--- src/rtl/nbc_pkg.sv ---
package nbc_pkg;
  localparam int FIELD_W = 4;
  localparam int BUS_W   = 8;

  localparam int IDX_DATA = 0;
  localparam int IDX_ADDR = 1;
  localparam int IDX_CMD  = 2;
  localparam int IDX_CTRL = 3;
  localparam int IDX_CFG  = 4;
  localparam int IDX_STAT = 5;
  localparam int IDX_IST  = 6;
  localparam int IDX_IEN  = 7;
  localparam int IDX_ICLR = 8;
  localparam int IDX_TIM  = 9;
  localparam int IDX_CNT  = 10;

  typedef enum logic [1:0] {K_CMD, K_ADDR, K_WR, K_RD} kind_e;
  typedef enum logic [1:0] {PH_IDLE, PH_SETUP, PH_STROBE, PH_HOLD} phase_e;

  typedef struct packed {
    logic [FIELD_W-1:0] rdy_wait;
    logic [FIELD_W-1:0] strobe;
    logic [FIELD_W-1:0] hold;
    logic [FIELD_W-1:0] setup;
  } tim_t;

  typedef struct packed {
    tim_t wr;
    tim_t rd;
  } tim_pair_t;
endpackage

--- src/rtl/nbc_cycle_seq.sv ---
module nbc_cycle_seq
  import nbc_pkg::*;
(
  input  logic             clk,
  input  logic             rst_n,
  input  logic             clr,
  input  logic             start,
  input  kind_e            start_kind,
  input  logic [BUS_W-1:0] start_byte,
  input  tim_t             start_tim,
  input  logic [BUS_W-1:0] dq_in,
  output logic             busy,
  output logic             done,
  output kind_e            done_kind,
  output logic [BUS_W-1:0] rd_byte,
  output logic [BUS_W-1:0] dq_out,
  output logic             cle,
  output logic             ale,
  output logic             we_n,
  output logic             re_n,
  output logic             dq_oe
);
  phase_e             ph_q, ph_d;
  logic [FIELD_W-1:0] cnt_q, cnt_d;
  kind_e              kind_q;
  logic [BUS_W-1:0]   byte_q;
  logic [BUS_W-1:0]   rd_q;
  tim_t               tim_q;
  logic               load_en;
  logic               cap_en;
  logic               last;

  always_comb begin
    ph_d  = ph_q;
    cnt_d = cnt_q;
    last  = 1'b0;
    unique case (ph_q)
      PH_IDLE: begin
        if (start) begin
          ph_d  = PH_SETUP;
          cnt_d = '0;
        end
      end
      PH_SETUP: begin
        if (cnt_q == tim_q.setup) begin
          ph_d  = PH_STROBE;
          cnt_d = '0;
        end else begin
          cnt_d = cnt_q + 1'b1;
        end
      end
      PH_STROBE: begin
        if (cnt_q == tim_q.strobe) begin
          ph_d  = PH_HOLD;
          cnt_d = '0;
        end else begin
          cnt_d = cnt_q + 1'b1;
        end
      end
      PH_HOLD: begin
        if (cnt_q == tim_q.hold) begin
          ph_d  = PH_IDLE;
          cnt_d = '0;
          last  = 1'b1;
        end else begin
          cnt_d = cnt_q + 1'b1;
        end
      end
    endcase
  end

  assign load_en = (ph_q == PH_IDLE) && start;
  assign cap_en  = (ph_q == PH_STROBE) && (cnt_q == tim_q.strobe) && (kind_q == K_RD);

  always_ff @(posedge clk or negedge rst_n) begin
    if (!rst_n) begin
      ph_q  <= PH_IDLE;
      cnt_q <= '0;
    end else if (clr) begin
      ph_q  <= PH_IDLE;
      cnt_q <= '0;
    end else begin
      ph_q  <= ph_d;
      cnt_q <= cnt_d;
    end
  end

  always_ff @(posedge clk or negedge rst_n) begin
    if (!rst_n) begin
      kind_q <= K_CMD;
      byte_q <= '0;
      tim_q  <= '0;
    end else if (clr) begin
      kind_q <= K_CMD;
      byte_q <= '0;
      tim_q  <= '0;
    end else if (load_en) begin
      kind_q <= start_kind;
      byte_q <= start_byte;
      tim_q  <= start_tim;
    end
  end

  always_ff @(posedge clk or negedge rst_n) begin
    if (!rst_n) begin
      rd_q <= '0;
    end else if (clr) begin
      rd_q <= '0;
    end else if (cap_en) begin
      rd_q <= dq_in;
    end
  end

  assign busy      = (ph_q != PH_IDLE);
  assign done      = last;
  assign done_kind = kind_q;
  assign rd_byte   = rd_q;
  assign dq_out    = byte_q;
  assign cle       = busy && (kind_q == K_CMD);
  assign ale       = busy && (kind_q == K_ADDR);
  assign we_n      = !((ph_q == PH_STROBE) && (kind_q != K_RD));
  assign re_n      = !((ph_q == PH_STROBE) && (kind_q == K_RD));
  assign dq_oe     = busy && (kind_q != K_RD);


  setup_bound_chk: assert property (@(posedge clk) disable iff (!rst_n)
    (ph_q == PH_SETUP) |-> (cnt_q <= tim_q.setup));


  phase_order_chk: assert property (@(posedge clk) disable iff (!rst_n)
    ((ph_q == PH_STROBE) && !clr) |=> ((ph_q == PH_STROBE) || (ph_q == PH_HOLD)));


  launch_hold_chk: assert property (@(posedge clk) disable iff (!rst_n)
    ((ph_q != PH_IDLE) && !clr) |=> ($stable(byte_q) && $stable(kind_q)));
endmodule

--- src/rtl/nbc_rdy_watch.sv ---
module nbc_rdy_watch
  import nbc_pkg::*;
#(
  parameter int SYNC_N = 2
) (
  input  logic               clk,
  input  logic               rst_n,
  input  logic               clr,
  input  logic               rdy_pin,
  input  logic               arm,
  input  logic [FIELD_W-1:0] arm_wait,
  output logic               rdy_sync,
  output logic               evt
);
  logic [SYNC_N-1:0]  sync_q;
  logic               prev_q;
  logic               waiting_q, waiting_d;
  logic               armed_q, armed_d;
  logic [FIELD_W-1:0] wcnt_q, wcnt_d;
  logic               rise;

  generate
    if (SYNC_N == 1) begin : g_one
      always_ff @(posedge clk or negedge rst_n) begin
        if (!rst_n)   sync_q <= '0;
        else if (clr) sync_q <= '0;
        else          sync_q <= rdy_pin;
      end
    end else begin : g_chain
      always_ff @(posedge clk or negedge rst_n) begin
        if (!rst_n)   sync_q <= '0;
        else if (clr) sync_q <= '0;
        else          sync_q <= {sync_q[SYNC_N-2:0], rdy_pin};
      end
    end
  endgenerate

  assign rdy_sync = sync_q[SYNC_N-1];
  assign rise     = rdy_sync && !prev_q;

  always_comb begin
    waiting_d = waiting_q;
    armed_d   = armed_q;
    wcnt_d    = wcnt_q;
    if (arm) begin
      waiting_d = 1'b1;
      armed_d   = 1'b0;
      wcnt_d    = arm_wait;
    end else if (waiting_q) begin
      if (wcnt_q == '0) begin
        waiting_d = 1'b0;
        armed_d   = 1'b1;
      end else begin
        wcnt_d = wcnt_q - 1'b1;
      end
    end else if (armed_q && rise) begin
      armed_d = 1'b0;
    end
  end

  always_ff @(posedge clk or negedge rst_n) begin
    if (!rst_n) begin
      prev_q    <= 1'b0;
      waiting_q <= 1'b0;
      armed_q   <= 1'b0;
      wcnt_q    <= '0;
    end else if (clr) begin
      prev_q    <= 1'b0;
      waiting_q <= 1'b0;
      armed_q   <= 1'b0;
      wcnt_q    <= '0;
    end else begin
      prev_q    <= rdy_sync;
      waiting_q <= waiting_d;
      armed_q   <= armed_d;
      wcnt_q    <= wcnt_d;
    end
  end

  assign evt = armed_q && rise && !arm;


  evt_once_chk: assert property (@(posedge clk) disable iff (!rst_n)
    evt |=> !evt);
endmodule

--- src/rtl/nbc_xfer_cnt.sv ---
module nbc_xfer_cnt #(
  parameter int CNT_W = 16
) (
  input  logic             clk,
  input  logic             rst_n,
  input  logic             clr,
  input  logic             load,
  input  logic [CNT_W-1:0] load_val,
  input  logic             step,
  output logic [CNT_W-1:0] count,
  output logic             hit
);
  localparam logic [CNT_W-1:0] ONE = CNT_W'(1);

  logic [CNT_W-1:0] count_q, count_d;

  always_comb begin
    count_d = count_q;
    if (load)
      count_d = load_val;
    else if (step && (count_q != '0))
      count_d = count_q - 1'b1;
  end

  always_ff @(posedge clk or negedge rst_n) begin
    if (!rst_n)   count_q <= '0;
    else if (clr) count_q <= '0;
    else          count_q <= count_d;
  end

  assign count = count_q;
  assign hit   = step && !load && (count_q == ONE);


  floor_chk: assert property (@(posedge clk) disable iff (!rst_n)
    (step && !load && (count_q == '0)) |=> (count_q == '0));


  hit_zero_chk: assert property (@(posedge clk) disable iff (!rst_n)
    hit |=> (count_q == '0));
endmodule

--- src/rtl/nand_cycle_ctrl.sv ---
module nand_cycle_ctrl
  import nbc_pkg::*;
#(
  parameter int ADDR_W = 4,
  parameter int CNT_W  = 16,
  parameter int SYNC_N = 2
) (
  input  logic              clk,
  input  logic              rst_n,
  input  logic              reg_wr,
  input  logic              reg_rd,
  input  logic [ADDR_W-1:0] reg_addr,
  input  logic [31:0]       reg_wdata,
  output logic [31:0]       reg_rdata,
  output logic              nand_ce_n,
  output logic              nand_cle,
  output logic              nand_ale,
  output logic              nand_we_n,
  output logic              nand_re_n,
  output logic [7:0]        nand_dq_out,
  output logic              nand_dq_oe,
  input  logic [7:0]        nand_dq_in,
  input  logic              nand_rdy,
  output logic              irq
);
  logic      ce_force_q, ce_force_d;
  logic      dir_rd_q, dir_rd_d;
  tim_pair_t tim_q, tim_d;
  logic [1:0] ien_q, ien_d;
  logic [1:0] ist_q, ist_d;

  logic sel_data, sel_addr, sel_cmd, sel_ctrl, sel_cfg, sel_iclr, sel_ien, sel_tim, sel_cnt;
  logic soft_clr;
  logic go_cmd, go_adr, go_wr, go_rd, start;
  kind_e start_kind;
  tim_t  start_tim;

  logic             busy, done;
  kind_e            done_kind;
  logic [BUS_W-1:0] rd_byte;
  logic             rdy_sync, rdy_evt, arm;
  logic [FIELD_W-1:0] arm_wait;
  logic [CNT_W-1:0] count;
  logic             tc_hit, tc_step;

  always_comb begin
    sel_data = (reg_addr == ADDR_W'(IDX_DATA));
    sel_addr = (reg_addr == ADDR_W'(IDX_ADDR));
    sel_cmd  = (reg_addr == ADDR_W'(IDX_CMD));
    sel_ctrl = (reg_addr == ADDR_W'(IDX_CTRL));
    sel_cfg  = (reg_addr == ADDR_W'(IDX_CFG));
    sel_iclr = (reg_addr == ADDR_W'(IDX_ICLR));
    sel_ien  = (reg_addr == ADDR_W'(IDX_IEN));
    sel_tim  = (reg_addr == ADDR_W'(IDX_TIM));
    sel_cnt  = (reg_addr == ADDR_W'(IDX_CNT));
  end

  assign soft_clr = reg_wr && sel_ctrl && reg_wdata[2];

  // Launch decode: bus accesses only take effect while the sequencer is idle
  assign go_cmd = reg_wr && sel_cmd  && !busy;
  assign go_adr = reg_wr && sel_addr && !busy;
  assign go_wr  = reg_wr && sel_data && !dir_rd_q && !busy;
  assign go_rd  = reg_rd && sel_data &&  dir_rd_q && !busy;
  assign start  = go_cmd || go_adr || go_wr || go_rd;

  always_comb begin
    if (go_rd)       start_kind = K_RD;
    else if (go_wr)  start_kind = K_WR;
    else if (go_adr) start_kind = K_ADDR;
    else             start_kind = K_CMD;
    start_tim = go_rd ? tim_q.rd : tim_q.wr;
  end

  always_comb begin
    ce_force_d = ce_force_q;
    dir_rd_d   = dir_rd_q;
    tim_d      = tim_q;
    ien_d      = ien_q;
    if (reg_wr && sel_cfg) begin
      ce_force_d = reg_wdata[5];
      dir_rd_d   = reg_wdata[1];
    end
    if (reg_wr && sel_tim) tim_d = reg_wdata;
    if (reg_wr && sel_ien) ien_d = reg_wdata[1:0];
    ist_d = ist_q;
    if (reg_wr && sel_iclr) ist_d = ist_d & ~reg_wdata[1:0];
    ist_d = ist_d | {tc_hit, rdy_evt};
  end

  always_ff @(posedge clk or negedge rst_n) begin
    if (!rst_n) begin
      ce_force_q <= 1'b0;
      dir_rd_q   <= 1'b0;
      tim_q      <= '0;
      ien_q      <= '0;
      ist_q      <= '0;
    end else if (soft_clr) begin
      ce_force_q <= 1'b0;
      dir_rd_q   <= 1'b0;
      tim_q      <= '0;
      ien_q      <= '0;
      ist_q      <= '0;
    end else begin
      ce_force_q <= ce_force_d;
      dir_rd_q   <= dir_rd_d;
      tim_q      <= tim_d;
      ien_q      <= ien_d;
      ist_q      <= ist_d;
    end
  end

  nbc_cycle_seq i_seq (
    .clk        (clk),
    .rst_n      (rst_n),
    .clr        (soft_clr),
    .start      (start),
    .start_kind (start_kind),
    .start_byte (reg_wdata[BUS_W-1:0]),
    .start_tim  (start_tim),
    .dq_in      (nand_dq_in),
    .busy       (busy),
    .done       (done),
    .done_kind  (done_kind),
    .rd_byte    (rd_byte),
    .dq_out     (nand_dq_out),
    .cle        (nand_cle),
    .ale        (nand_ale),
    .we_n       (nand_we_n),
    .re_n       (nand_re_n),
    .dq_oe      (nand_dq_oe)
  );

  assign arm      = done && ((done_kind == K_CMD) || (done_kind == K_RD));
  assign arm_wait = (done_kind == K_RD) ? tim_q.rd.rdy_wait : tim_q.wr.rdy_wait;

  nbc_rdy_watch #(.SYNC_N(SYNC_N)) i_rdy (
    .clk      (clk),
    .rst_n    (rst_n),
    .clr      (soft_clr),
    .rdy_pin  (nand_rdy),
    .arm      (arm),
    .arm_wait (arm_wait),
    .rdy_sync (rdy_sync),
    .evt      (rdy_evt)
  );

  assign tc_step = done && ((done_kind == K_WR) || (done_kind == K_RD));

  nbc_xfer_cnt #(.CNT_W(CNT_W)) i_cnt (
    .clk      (clk),
    .rst_n    (rst_n),
    .clr      (soft_clr),
    .load     (reg_wr && sel_cnt),
    .load_val (reg_wdata[CNT_W-1:0]),
    .step     (tc_step),
    .count    (count),
    .hit      (tc_hit)
  );

  assign nand_ce_n = !(busy || ce_force_q);
  assign irq       = |(ist_q & ien_q);

  always_comb begin
    reg_rdata = '0;
    case (reg_addr)
      ADDR_W'(IDX_DATA): reg_rdata = 32'(rd_byte);
      ADDR_W'(IDX_CFG):  reg_rdata = {26'd0, ce_force_q, 3'd0, dir_rd_q, 1'b0};
      ADDR_W'(IDX_STAT): reg_rdata = {30'd0, busy, rdy_sync};
      ADDR_W'(IDX_IST):  reg_rdata = {30'd0, ist_q};
      ADDR_W'(IDX_IEN):  reg_rdata = {30'd0, ien_q};
      ADDR_W'(IDX_TIM):  reg_rdata = tim_q;
      ADDR_W'(IDX_CNT):  reg_rdata = 32'(count);
      default:           reg_rdata = '0;
    endcase
  end


  soft_rst_chk: assert property (@(posedge clk) disable iff (!rst_n)
    soft_clr |=> ((tim_q == '0) && (ien_q == '0) && !ce_force_q && !busy));


  ist_clear_chk: assert property (@(posedge clk) disable iff (!rst_n)
    (reg_wr && sel_iclr && reg_wdata[1] && !tc_hit) |=> !ist_q[1]);


  cmd_launch_chk: assert property (@(posedge clk) disable iff (!rst_n)
    (go_cmd && !soft_clr) |=> (nand_cle && !nand_ale && !nand_ce_n));
endmodule

--- config.mk ---
export PLATFORM = sky130hd
export DESIGN_NAME = nand_cycle_ctrl
export DESIGN_NICKNAME = d
export VERILOG_FILES = /design/src/rtl/nbc_pkg.sv /design/src/rtl/nbc_cycle_seq.sv /design/src/rtl/nbc_rdy_watch.sv /design/src/rtl/nbc_xfer_cnt.sv /design/src/rtl/nand_cycle_ctrl.sv
export SDC_FILE = /design/constraint.sdc
export NUM_CORES = 1
export LEC_CHECK = 0
export BUFFER_PORTS_ARGS = -buffer_cell sky130_fd_sc_hd__buf_2
export CORE_ASPECT_RATIO = 2
export CORE_MARGIN = 2
export CORE_UTILIZATION = 48
export CTS_CLUSTER_SIZE = 24
export DETAILED_ROUTE_END_ITERATION = 10
export PLACE_DENSITY_LB_ADDON = 0.25
export SLEW_MARGIN = 20
export SYNTH_ARGS = -nofsm -noshare
export SYNTH_HDL_FRONTEND = slang
export SYNTH_SLANG_ARGS = --single-unit
--- constraint.sdc ---
create_clock -name clk -period 2 [get_ports clk]
set_input_delay 0.2 -clock clk [delete_from_list [all_inputs] [get_ports clk]]
set_output_delay 0.2 -clock clk [all_outputs]
set_load 0.01 [all_outputs]
==> summary.txt, run 1 <==
Synth Area in Compound Gates: 14.52%
GRT met3 Usage: 2.778%
CTS tree: built
total number of vias: 4,928
register area share after synthesis: 44.85%
Residual DRC: 0
critical path class: reg -> reg
HP Class: in -> reg
Hold WS: 61.54 ps
dpl hpwl: 12,260 um
leakage: 3.252 nW
final wirelength: 16,330 um
asr flop ratio synth: 100.0%
Synth Area in XOR/XNOR: 4.892%
busiest grt layer: met2
Initial Util: 48.95%
H-tree Lvls: 3
cell row count: 55
vias in the first global route: 4,872
I/O pins: 96
Yosys cell types: 58
Cell Count, Final, Fillers Out: 867
final core utilization: 60.65%
met1 GRT Util: 31.15%
status: complete, but fails checks
GP Congestion: 1.000
drt initial violations: 373
max-cap viol count: 0
Syn Std Cell Area: 5524 um2
Final period util: 101.4%
largest net degree at the start of global routing: 51
failing checks: setup timing
CTS max path bufs: 2
drt wl/cell: 18.84 um
global-route wire length before repair: 25,270 um
worst slew pin tran: 670.7 ps
DP Worst Slack: -97.38 ps
RSZ-0062 raised after global routing: true
area growth from synthesis to layout: 23.92%
WP data arrival: 2250 ps
placed instance area: 6374 um2
Cell Pwr Density: 1144 nW/um2
net count after synthesis: 669
Yosys warnings: 0
total power: 7.833 mW
clock slew at reported path FFs: 70 ps
# diodes: 0
Worst setup EP type: flop
GR Util met2: 47.22%
Final Critical Period: 2029 ps
initial antenna violation count: 0
Die Width: 79.86 um
fmax: 492.9 MHz
total CTS buffers: 9
clock skew: 9.833 ps
Max stage delay on crit path: 540 ps
Slowest cell on crit path: or4_1
commonest register cell after synthesis: dfrtp_1
core footprint: 11,290 um2
Final Hold Viols: 0
clock latency on the worst-skew pair: 350 ps
Clock Tree Root: clkbuf_16
ratio of cells with drive above 1 in the final layout: 27.03%
Post-synth EDFFs: 0
synthesis-stage register bit count: 99
setup ws final: -28.94 ps
TNS Setup: -65.69 ps
Routed Antenna Nets: 0
multiplexer share of the synthesized area: 5.663%
final setup fails: 3
Post-Syn Instances: 606
max_slew headroom: 55.29%
post-DR vias/cell: 5.684
# placed instances: 844
total track usage: 26.62%
Synth Area in Simple Gates: 22.15%
final net count: 783
Final Cell Area: 6845 um2
pins over their slew limit: 0
die height: 155.7 um
Post-Synth Adder-Cell Area: 3.171%
port buffer count: 95
CP required: 2230 ps
total grt overflow: 0
Die Area: 12,430 um2
worst-path cell chain: xor2_2 > or4_1 > a222oi_1 > buf_4 > nor2_2 > nand2_2 > o311ai_1
critical path startpoint category: flop
worst-path maximum fanout: 4
syn avg cell area: 9.116 um2
main combinational cell family by area after synthesis: simple AND/OR/NAND/NOR gates
VDD IR-drop max: 0.5908 mV
drt pass-1 iters: 5
clock sink count: 99
-- worst paths after layout --
kind                       slack (ps)              end  depth (start not counted)       startpoint
setup reg to reg                  -30   i_seq.cnt_q[2]                          7   i_seq.cnt_q[1]
hold / removal                     60  i_rdy.sync_q[0]                          2         nand_rdy
min in group asynchronous         430        tim_q[22]                          2            rst_n
hold reg to reg                   470  i_rdy.sync_q[1]                          1  i_rdy.sync_q[0]
setup / recovery                  -30   i_seq.cnt_q[2]                          7   i_seq.cnt_q[1]
max in group asynchronous         810         dir_rd_q                          3            rst_n
-- cells in the final DEF (no fill, tap or decap), types with 4 or more instances in the layout --
master and instances:
a21oi_1 48, a22o_1 9, a22oi_1 7, and2_1 5, and3_1 19, buf_12 4, buf_2 94, buf_4 47
clkbuf_16 10, dfrtp_1 99, ha_1 13, inv_1 13, mux2i_1 29, nand2_1 118, nand3_1 13, nand4_1 7
nor2_1 32, nor2_2 5, nor2b_1 5, nor3_1 6, o21ai_0 24, o21ai_1 5, o31ai_1 14, xnor2_1 23
xor2_1 6
-- synth_stat cells (3+ instances only) --
library cell	count	area, um2
nand4_1	7	43.79
nand2b_1	3	18.77
a211oi_1	3	22.52
xor2_1	6	52.55
nor3b_1	4	30.03
buf_1	5	18.77
dfrtp_1	99	2477
a22oi_1	7	52.55
nand2_1	119	446.7
nor2b_1	6	37.54
xnor2_1	23	201.4
buf_2	9	45.04
nor4_1	4	25.02
o31ai_1	14	105.1
ha_1	14	175.2
nor2_1	36	135.1
and2_1	5	31.28
buf_6	3	33.78
o21ai_1	3	15.01
nand3_1	13	65.06
o21ai_0	28	140.1
inv_1	14	52.55
a22o_1	9	78.83
nor3_2	3	30.03
and3_1	20	125.1
a221o_1	3	30.03
a21oi_1	48	240.2
mux2i_1	29	290.3
nor3_1	7	35.03
clkbuf_1	26	97.59
-- layer usage --
metal  vias to the layer above  wire (um)
met1                      2394       6059
met4                         0        768
li1                       2335          -
met5                         -          0
met3                        39        663
met2                       160       8839
-- flip-flops by register name, indices dropped and copies added, names as in the netlist --
signal / count
i_cnt.count: 16
i_seq.tim_q: 12
i_seq.cnt_q: 4
i_rdy.wcnt_q: 4
i_rdy.armed_q: 1
i_seq.ph_q: 2
i_seq.done_kind: 2
i_rdy.waiting_q: 1
i_seq.dq_out: 8
i_rdy.sync_q: 2
i_seq.rd_byte: 8
ce_force_q: 1
i_rdy.prev_q: 1
ist_q: 2
tim_q: 32
dir_rd_q: 1
ien_q: 2
-- layout make-up --
| cell class | instances | area, um2 |
|---|---|---|
| Fill cell | 1006 | 4441 |
| Tap cell | 142 | 177.7 |
| Multi-Input combinational cell | 448 | 2892 |
| Timing Repair Buffer | 148 | 949.7 |
| Clock inverter | 7 | 71.32 |
| Inverter | 14 | 52.55 |
| Clock buffer | 9 | 225.2 |
| Sequential cell | 99 | 2477 |
-- cell families (layout without fill, tap and decap cells) --
family / count (synthesis) / count (layout)
simple gates: 245 / 245
compound gates: 128 / 128
flops: 99 / 99
buf+inv: 59 / 178
mux: 31 / 31
xor+xnor: 30 / 30
fa+ha+maj: 14 / 14
-- worst max-delay path: cells and delay by family (launching register included) --
| family | cells | cell delay (ps) |
|---|---|---|
| AO/OA/AOI/OAI | 2 | 410 |
| buffers and inverters | 1 | 180 |
| XOR/XNOR | 1 | 200 |
| AND/OR/NAND/NOR | 3 | 710 |
| flip-flops | 1 | 410 |
-- what timing repair did --
| action | CTS | global route |
|---|---|---|
| endpoints found under the hold margin | 46 | 0 |
| cloned | 0 | 1 |
| hold buffers | 1 | 0 |
| pin swaps | 3 | 7 |
| buffers inserted | 2 | 3 |
| gates resized for setup | 1 | 24 |
| endpoints found under the setup margin | 10 | 40 |
-- report_power, final --
part	switching, mW	total (mW)	internal (mW)
combinational	1.51	2.84	1.33
clock	0.853	1.74	0.882
sequential	0.617	3.26	2.64
Note: power is estimated with default switching activity, not from simulation.
==> run 2: changes to the inputs <==
--- a/config.mk
+++ b/config.mk
@@ -5,12 +5,12 @@
 export SDC_FILE = /design/constraint.sdc
 export NUM_CORES = 1
 export LEC_CHECK = 0
-export BUFFER_PORTS_ARGS = -buffer_cell sky130_fd_sc_hd__buf_2
 export CORE_ASPECT_RATIO = 2
 export CORE_MARGIN = 2
 export CORE_UTILIZATION = 48
 export CTS_CLUSTER_SIZE = 24
 export DETAILED_ROUTE_END_ITERATION = 10
+export DONT_BUFFER_PORTS = 1
 export PLACE_DENSITY_LB_ADDON = 0.25
 export SLEW_MARGIN = 20
 export SYNTH_ARGS = -nofsm -noshare
==> constraint.sdc (replaced) <==
create_clock -name clk -period 2.6 [get_ports clk]
set_input_delay 0.26 -clock clk [delete_from_list [all_inputs] [get_ports clk]]
set_output_delay 0.26 -clock clk [all_outputs]
set_load 0.01 [all_outputs]
==> summary.txt, run 2 (synthesis results as in run 1) <==
status: finished clean
critical path class: reg -> out
most frequent cells in the layout: 119 x nand2_1, 99 x dfrtp_1, 48 x a21oi_1
leakage: 2.581 nW (-21%)
RSZ-0062 raised after global routing: false
TNS Setup: 0 ps (+65.69 ps)
CTS max path bufs: 2 (unchanged)
flip-flop count of the largest register after layout: 32 (unchanged)
Initial Util: 48.95% (unchanged)
VDD IR-drop max: 0.4361 mV (-26%)
CP required: 2340 ps (+110 ps)
final net count: 654 (-16%)
Hold WS: 34.81 ps (-26.74 ps)
drt initial violations: 260 (-30%)
busiest grt layer: met2
Worst setup EP type: output port
worst-path cell chain: inv_1 > ha_1 > inv_1 > mux2i_1 > nor2_1 > a21oi_1 > o21ai_0
postcts setup bufs: 0 (-2)
commonest non-fill, non-tap cell in the layout: nand2_1
largest net degree at the start of global routing: 100 (+96%)
GRT met3 Usage: 5.903% (+3.1 points)
GR Util met2: 46.62% (-0.60 points)
Final Hold Viols: 0 (unchanged)
fmax: 429.2 MHz
top cell family by delay on the critical path: compound AO/OA/AOI/OAI gates
clock slew at reported path FFs: 80 ps (about the same)
Final period util: 89.61%
port buffer count: 0 (-100%)
clock sink count: 99 (unchanged)
H-tree Lvls: 3 (unchanged)
global-route wire length before repair: 24,500 um (-3.1%)
total track usage: 26.30% (-0.32 points)
Cell Pwr Density: 921.0 nW/um2 (-20%)
final core utilization: 52.95% (-7.7 points)
drt wl/cell: 21.19 um (+12%)
core footprint: 11,290 um2 (unchanged)
Hold Path End: tim_q[13]
clock latency on the worst-skew pair: 350 ps (about the same)
total power: 5.503 mW (-30%)
Clock Tree Root: clkbuf_16
Top cell by count, worst path: inv_1
max-cap viol count: 0 (unchanged)
Slowest cell on crit path: dfrtp_1
R2R Setup Slk: 370 ps (+400 ps)
post-DR vias/cell: 5.972 (+5.1%)
HP Class: in -> reg
Residual DRC: 0 (unchanged)
initial antenna violation count: 0 (unchanged)
cell row count: 55 (unchanged)
worst path bufs/invs: 2 (+1)
total CTS buffers: 9 (unchanged)
Die Width: 79.86 um (unchanged)
Routed Antenna Nets: 0 (unchanged)
total grt overflow: 0 (unchanged)
RR Startpoint: i_seq.cnt_q[0]
Die Area: 12,430 um2 (unchanged)
# resized after CTS: 0 (-1)
final setup fails: 0 (-3)
worst-path maximum fanout: 12 (+8)
drt pass-1 iters: 5 (unchanged)
Final Critical Period: 2330 ps
WP data arrival: 2070 ps (-180 ps)
GP Congestion: 0.9901 (-1.0%)
Max stage delay on crit path: 420 ps (-120 ps)
vias in the first global route: 4,505 (-7.5%)
dpl hpwl: 11,700 um (-4.6%)
area growth from synthesis to layout: 8.177%
# diodes: 0 (unchanged)
clock skew: 8.264 ps (-1.568 ps)
Largest Register: tim_q
total number of vias: 4,407 (-11%)
met1 GRT Util: 28.78% (-2.4 points)
final wirelength: 15,640 um (-4.3%)
worst hold start: reg_wdata[13]
hold path depth: 2 (unchanged)
worst r2r path cells: 6 (-1)
I/O pins: 96 (unchanged)
pins over their slew limit: 0 (unchanged)
worst slew pin tran: 821.8 ps (+151.1 ps)
max_slew headroom: 45.08% (-10 points)
Reg-to-Reg End: i_cnt.count[1]
CTS tree: built
ratio of cells with drive above 1 in the final layout: 9.060% (-18 points)
critical path startpoint category: flop
die height: 155.7 um (unchanged)
[run 2: cell types whose count changed in the layout (fill, tap and decap cells not counted), moves of 2 or more]
| cell | previous run | this run |
|---|---|---|
| o21ai_1 | 5 | 3 |
| nor2_2 | 5 | 1 |
| buf_2 | 94 | 0 |
| clkinvlp_4 | 0 | 2 |
| clkinv_4 | 2 | 0 |
| nor4b_2 | 0 | 2 |
| o21ai_2 | 2 | 0 |
| nor3_4 | 2 | 0 |
| o21ai_0 | 24 | 28 |
| nor4b_4 | 2 | 0 |
| nor2_1 | 32 | 36 |
| buf_12 | 4 | 2 |
| buf_4 | 47 | 15 |
[run 2: area by class of cell]
| class | instances | area [um2] |
|---|---|---|
| Clock buffer | 9 | 225.2 |
| Clock inverter | 7 | 60.06 |
| Fill cell | 1090 | 5310 |
| Inverter | 14 | 52.55 |
| Multi-Input combinational cell | 448 | 2793 |
| Sequential cell | 99 | 2477 |
| Tap cell | 142 | 177.7 |
| Timing Repair Buffer | 19 | 190.2 |
[run 2: worst max-delay path by stage]
stage                endpoint           start  cells past startpoint  slack [ps]
6_report         reg_rdata[1]   i_seq.ph_q[0]                      7         270
3_5_place_dp   i_cnt.count[1]  i_seq.cnt_q[1]                      6         390
5_1_grt          reg_rdata[1]   i_seq.ph_q[0]                      7         160
3_3_place_gp   i_cnt.count[9]  i_seq.cnt_q[1]                      7         480
2_1_floorplan  i_cnt.count[1]  i_seq.cnt_q[1]                      7         600
4_1_cts          reg_rdata[1]   i_seq.ph_q[0]                      7         270
[run 2: report_power, final]
| group | leakage (nW) | switching, mW | internal (mW) |
|---|---|---|---|
| sequential | 1.26 | 0.576 | 2.03 |
| combinational | 1.18 | 0.879 | 0.707 |
| clock | 0.136 | 0.638 | 0.668 |
| total | 2.58 | 2.09 | 3.41 |
[run 2: per-layer routing]
layer  share of wire [%]  vias up
met5                   0        -
met4                 4.5        0
met3                 5.0       40
met2                  55      138
met1                  36     2160
li1                    -     2069
[run 2: worst reg2reg max path, cell delays in order (launching register included)]
cell and delay, ps:
dfrtp_1 480, xor2_1 200, nor4_2 370, o211ai_2 250
nor2b_1 350, mux2_1 360, a21oi_1 140
[run 2: per-stage QoR]
step | std cells | instance area [um2] | setup WS [ps]
2_1_floorplan | 606 | 5524 | 600.2
6_report | 738 | 5976 | 270.2
4_1_cts | 736 | 5938 | 275.0
3_5_place_dp | 720 | 5653 | 390.1
3_3_place_gp | 720 | 5653 | 481.5
5_1_grt | 738 | 5976 | 161.9
==> run 3: changes to the inputs <==
--- a/config.mk
+++ b/config.mk
@@ -5,13 +5,13 @@
 export SDC_FILE = /design/constraint.sdc
 export NUM_CORES = 1
 export LEC_CHECK = 0
+export BUFFER_PORTS_ARGS = -buffer_cell sky130_fd_sc_hd__buf_2
 export CORE_ASPECT_RATIO = 2
 export CORE_MARGIN = 2
 export CORE_UTILIZATION = 48
 export CTS_CLUSTER_SIZE = 24
 export DETAILED_ROUTE_END_ITERATION = 10
-export DONT_BUFFER_PORTS = 1
-export PLACE_DENSITY_LB_ADDON = 0.25
+export PLACE_DENSITY = 0.7
 export SLEW_MARGIN = 20
 export SYNTH_ARGS = -nofsm -noshare
 export SYNTH_HDL_FRONTEND = slang
==> summary.txt, run 3 (synthesis results as in run 1) <==
final setup fails: 0 (unchanged)
final net count: 754 (+15%)
HP Class: in -> reg
most frequent cells in the layout: 119 x nand2_1, 99 x dfrtp_1, 94 x buf_2
largest net degree at the start of global routing: 51 (-49%)
Worst setup EP type: output port
vias in the first global route: 4,812 (+6.8%)
die height: 155.7 um (unchanged)
commonest non-fill, non-tap cell in the layout: nand2_1
final wirelength: 16,160 um (+3.4%)
cell row count: 55 (unchanged)
share of total power in combinational logic: 31.1% (+2.3 points)
pins over their slew limit: 0 (unchanged)
Cell Pwr Density: 900.8 nW/um2 (-2.2%)
# diodes: 0 (unchanged)
CP required: 2340 ps (about the same)
Routed Antenna Nets: 0 (unchanged)
TNS Setup: 0 ps (unchanged)
clock skew: 7.782 ps (-0.4824 ps)
total track usage: 27.13% (+0.83 points)
H-tree Lvls: 3 (unchanged)
drt wl/cell: 19.28 um (-9.0%)
post-DR vias/cell: 5.749 (-3.7%)
clock latency on the worst-skew pair: 350 ps (about the same)
worst-path maximum fanout: 12 (unchanged)
busiest grt layer: met2
RSZ-0062 raised after global routing: false
multi-input logic area: 2795 um2 (about the same)
global-route wire length before repair: 25,610 um (+4.5%)
top cell family by delay on the critical path: buffers and inverters
CTS tree: built
hold path depth: 2 (unchanged)
drt pass-1 iters: 5 (unchanged)
drt initial violations: 280 (+7.7%)
max_slew headroom: 55.52% (+10 points)
GP Congestion: 1.011 (+2.1%)
fmax: 439.6 MHz (+2.4%)
port buffer count: 95 (+95)
worst-path cell chain: inv_1 > ha_2 > inv_1 > mux2i_1 > nor2_1 > a21oi_1 > o21ai_0 > buf_2
Initial Util: 48.95% (unchanged)
Top cell by count, worst path: inv_1
Clock power frac: 25.4% (+1.7 points)
area growth from synthesis to layout: 18.05%
clock slew at reported path FFs: 70 ps (about the same)
total power: 5.874 mW (+6.7%)
WP data arrival: 2010 ps (-60 ps)
VDD IR-drop max: 0.4528 mV (+3.8%)
GR Util met2: 49.06% (+2.4 points)
initial antenna violation count: 0 (unchanged)
Final Hold Viols: 0 (unchanged)
Final Critical Period: 2275 ps (-55.05 ps)
Levels on crit path: 8 (+1)
dpl hpwl: 12,220 um (+4.5%)
GRT met3 Usage: 3.299% (-2.6 points)
core footprint: 11,290 um2 (unchanged)
Final period util: 87.49% (-2.1 points)
Cell Int Power: 3.734 mW (+9.5%)
Hold WS: 120.8 ps (+85.96 ps)
Die Width: 79.86 um (unchanged)
critical path startpoint category: flop
clock sink count: 99 (unchanged)
total grt overflow: 0 (unchanged)
worst r2r path cells: 6 (unchanged)
Slowest cell on crit path: dfrtp_1
placed instance area: 6176 um2 (+9.3%)
leakage: 3.045 nW (+18%)
Clock Tree Root: clkbuf_16
worst slew pin tran: 667.2 ps (-154.5 ps)
total CTS buffers: 9 (unchanged)
flip-flop count of the largest register after layout: 32 (unchanged)
Sw Ratio: 36.44% (-1.6 points)
critical path class: reg -> out
ratio of cells with drive above 1 in the final layout: 22.27% (+13 points)
status: finished clean
final core utilization: 57.78% (+4.8 points)
I/O pins: 96 (unchanged)
FILL cells: 1,056 (-3.1%)
Reg power frac: 43.4% (-4.0 points)
worst path bufs/invs: 3 (+1)
Max stage delay on crit path: 420 ps (about the same)
Residual DRC: 0 (unchanged)
max-cap viol count: 0 (unchanged)
Die Area: 12,430 um2 (unchanged)
total number of vias: 4,818 (+9.3%)
Largest Register: tim_q
CTS max path bufs: 2 (unchanged)
met1 GRT Util: 31.10% (+2.3 points)
Final Cell Area: 6521 um2 (+9.1%)
NetSw: 2.141 mW (+2.3%)
storage element area: 2477 um2 (unchanged)
==> run 3: cell count changes in the layout (fill, tap and decap cells not counted), sizes merged <==
cell,previous run,this run
clkinvlp,2,1
bufinv,0,2
clkbuf,9,10
clkinv,1,0
inv,18,17
buf,18,118
==> run 3: worst paths after layout <==
kind / from / slack, ps / to
min reg2reg: i_rdy.sync_q[0] / 470 / i_rdy.sync_q[1]
min in group asynchronous: rst_n / 490 / i_seq.dq_out[6]
max: i_seq.ph_q[1] / 330 / reg_rdata[1]
max reg2reg: i_seq.cnt_q[1] / 330 / i_seq.cnt_q[2]
max in group asynchronous: rst_n / 1410 / ce_force_q
min: nand_rdy / 120 / i_rdy.sync_q[0]
==> run 3: through the flow <==
step,cells,worst slack (ps)
floorplan,606,600.2
global placement,821,407.6
detailed placement,821,349.7
CTS,838,130.2
global route,838,190.8
finish,838,325.2
==> run 3: what timing repair did <==
item / in CTS / in global routing
setup buffers: 0 / 0
hold buffers: 1 / 0
endpoints found under the hold margin: 48 / 0
gates resized for setup: 0 / 1
setup endpoints to repair: 0 / 1
==> run 3: cell type report <==
| cell class | count | share of cell area (%) |
|---|---|---|
| Multi-Input combinational cell | 448 | 42.86 |
| Sequential cell | 99 | 37.99 |
| Timing Repair Buffer | 119 | 10.51 |
| Tap cell | 142 | 2.724 |
| Clock inverter | 6 | 1.439 |
| Inverter | 14 | 0.8058 |
| Clock buffer | 10 | 3.665 |
==> run 3: power groups by stage <==
stage | Sequential, mW | Combinational [mW] | Clock (mW)
6_report | 2.55 | 1.83 | 1.49
2_1_floorplan | 2.40 | 1.31 | 0
3_5_place_dp | 2.58 | 1.82 | 0
3_3_place_gp | 2.56 | 1.76 | 0
4_1_cts | 2.55 | 1.84 | 1.51
5_1_grt | 2.61 | 2.06 | 1.57
==> run 3: per-layer routing <==
| metal | part of all wire (%) | routed length (um) |
|---|---|---|
| met4 | 3.9 | 634 |
| met5 | 0 | 0 |
| met2 | 55 | 8947 |
| met3 | 3.4 | 543 |
| met1 | 37 | 6034 |
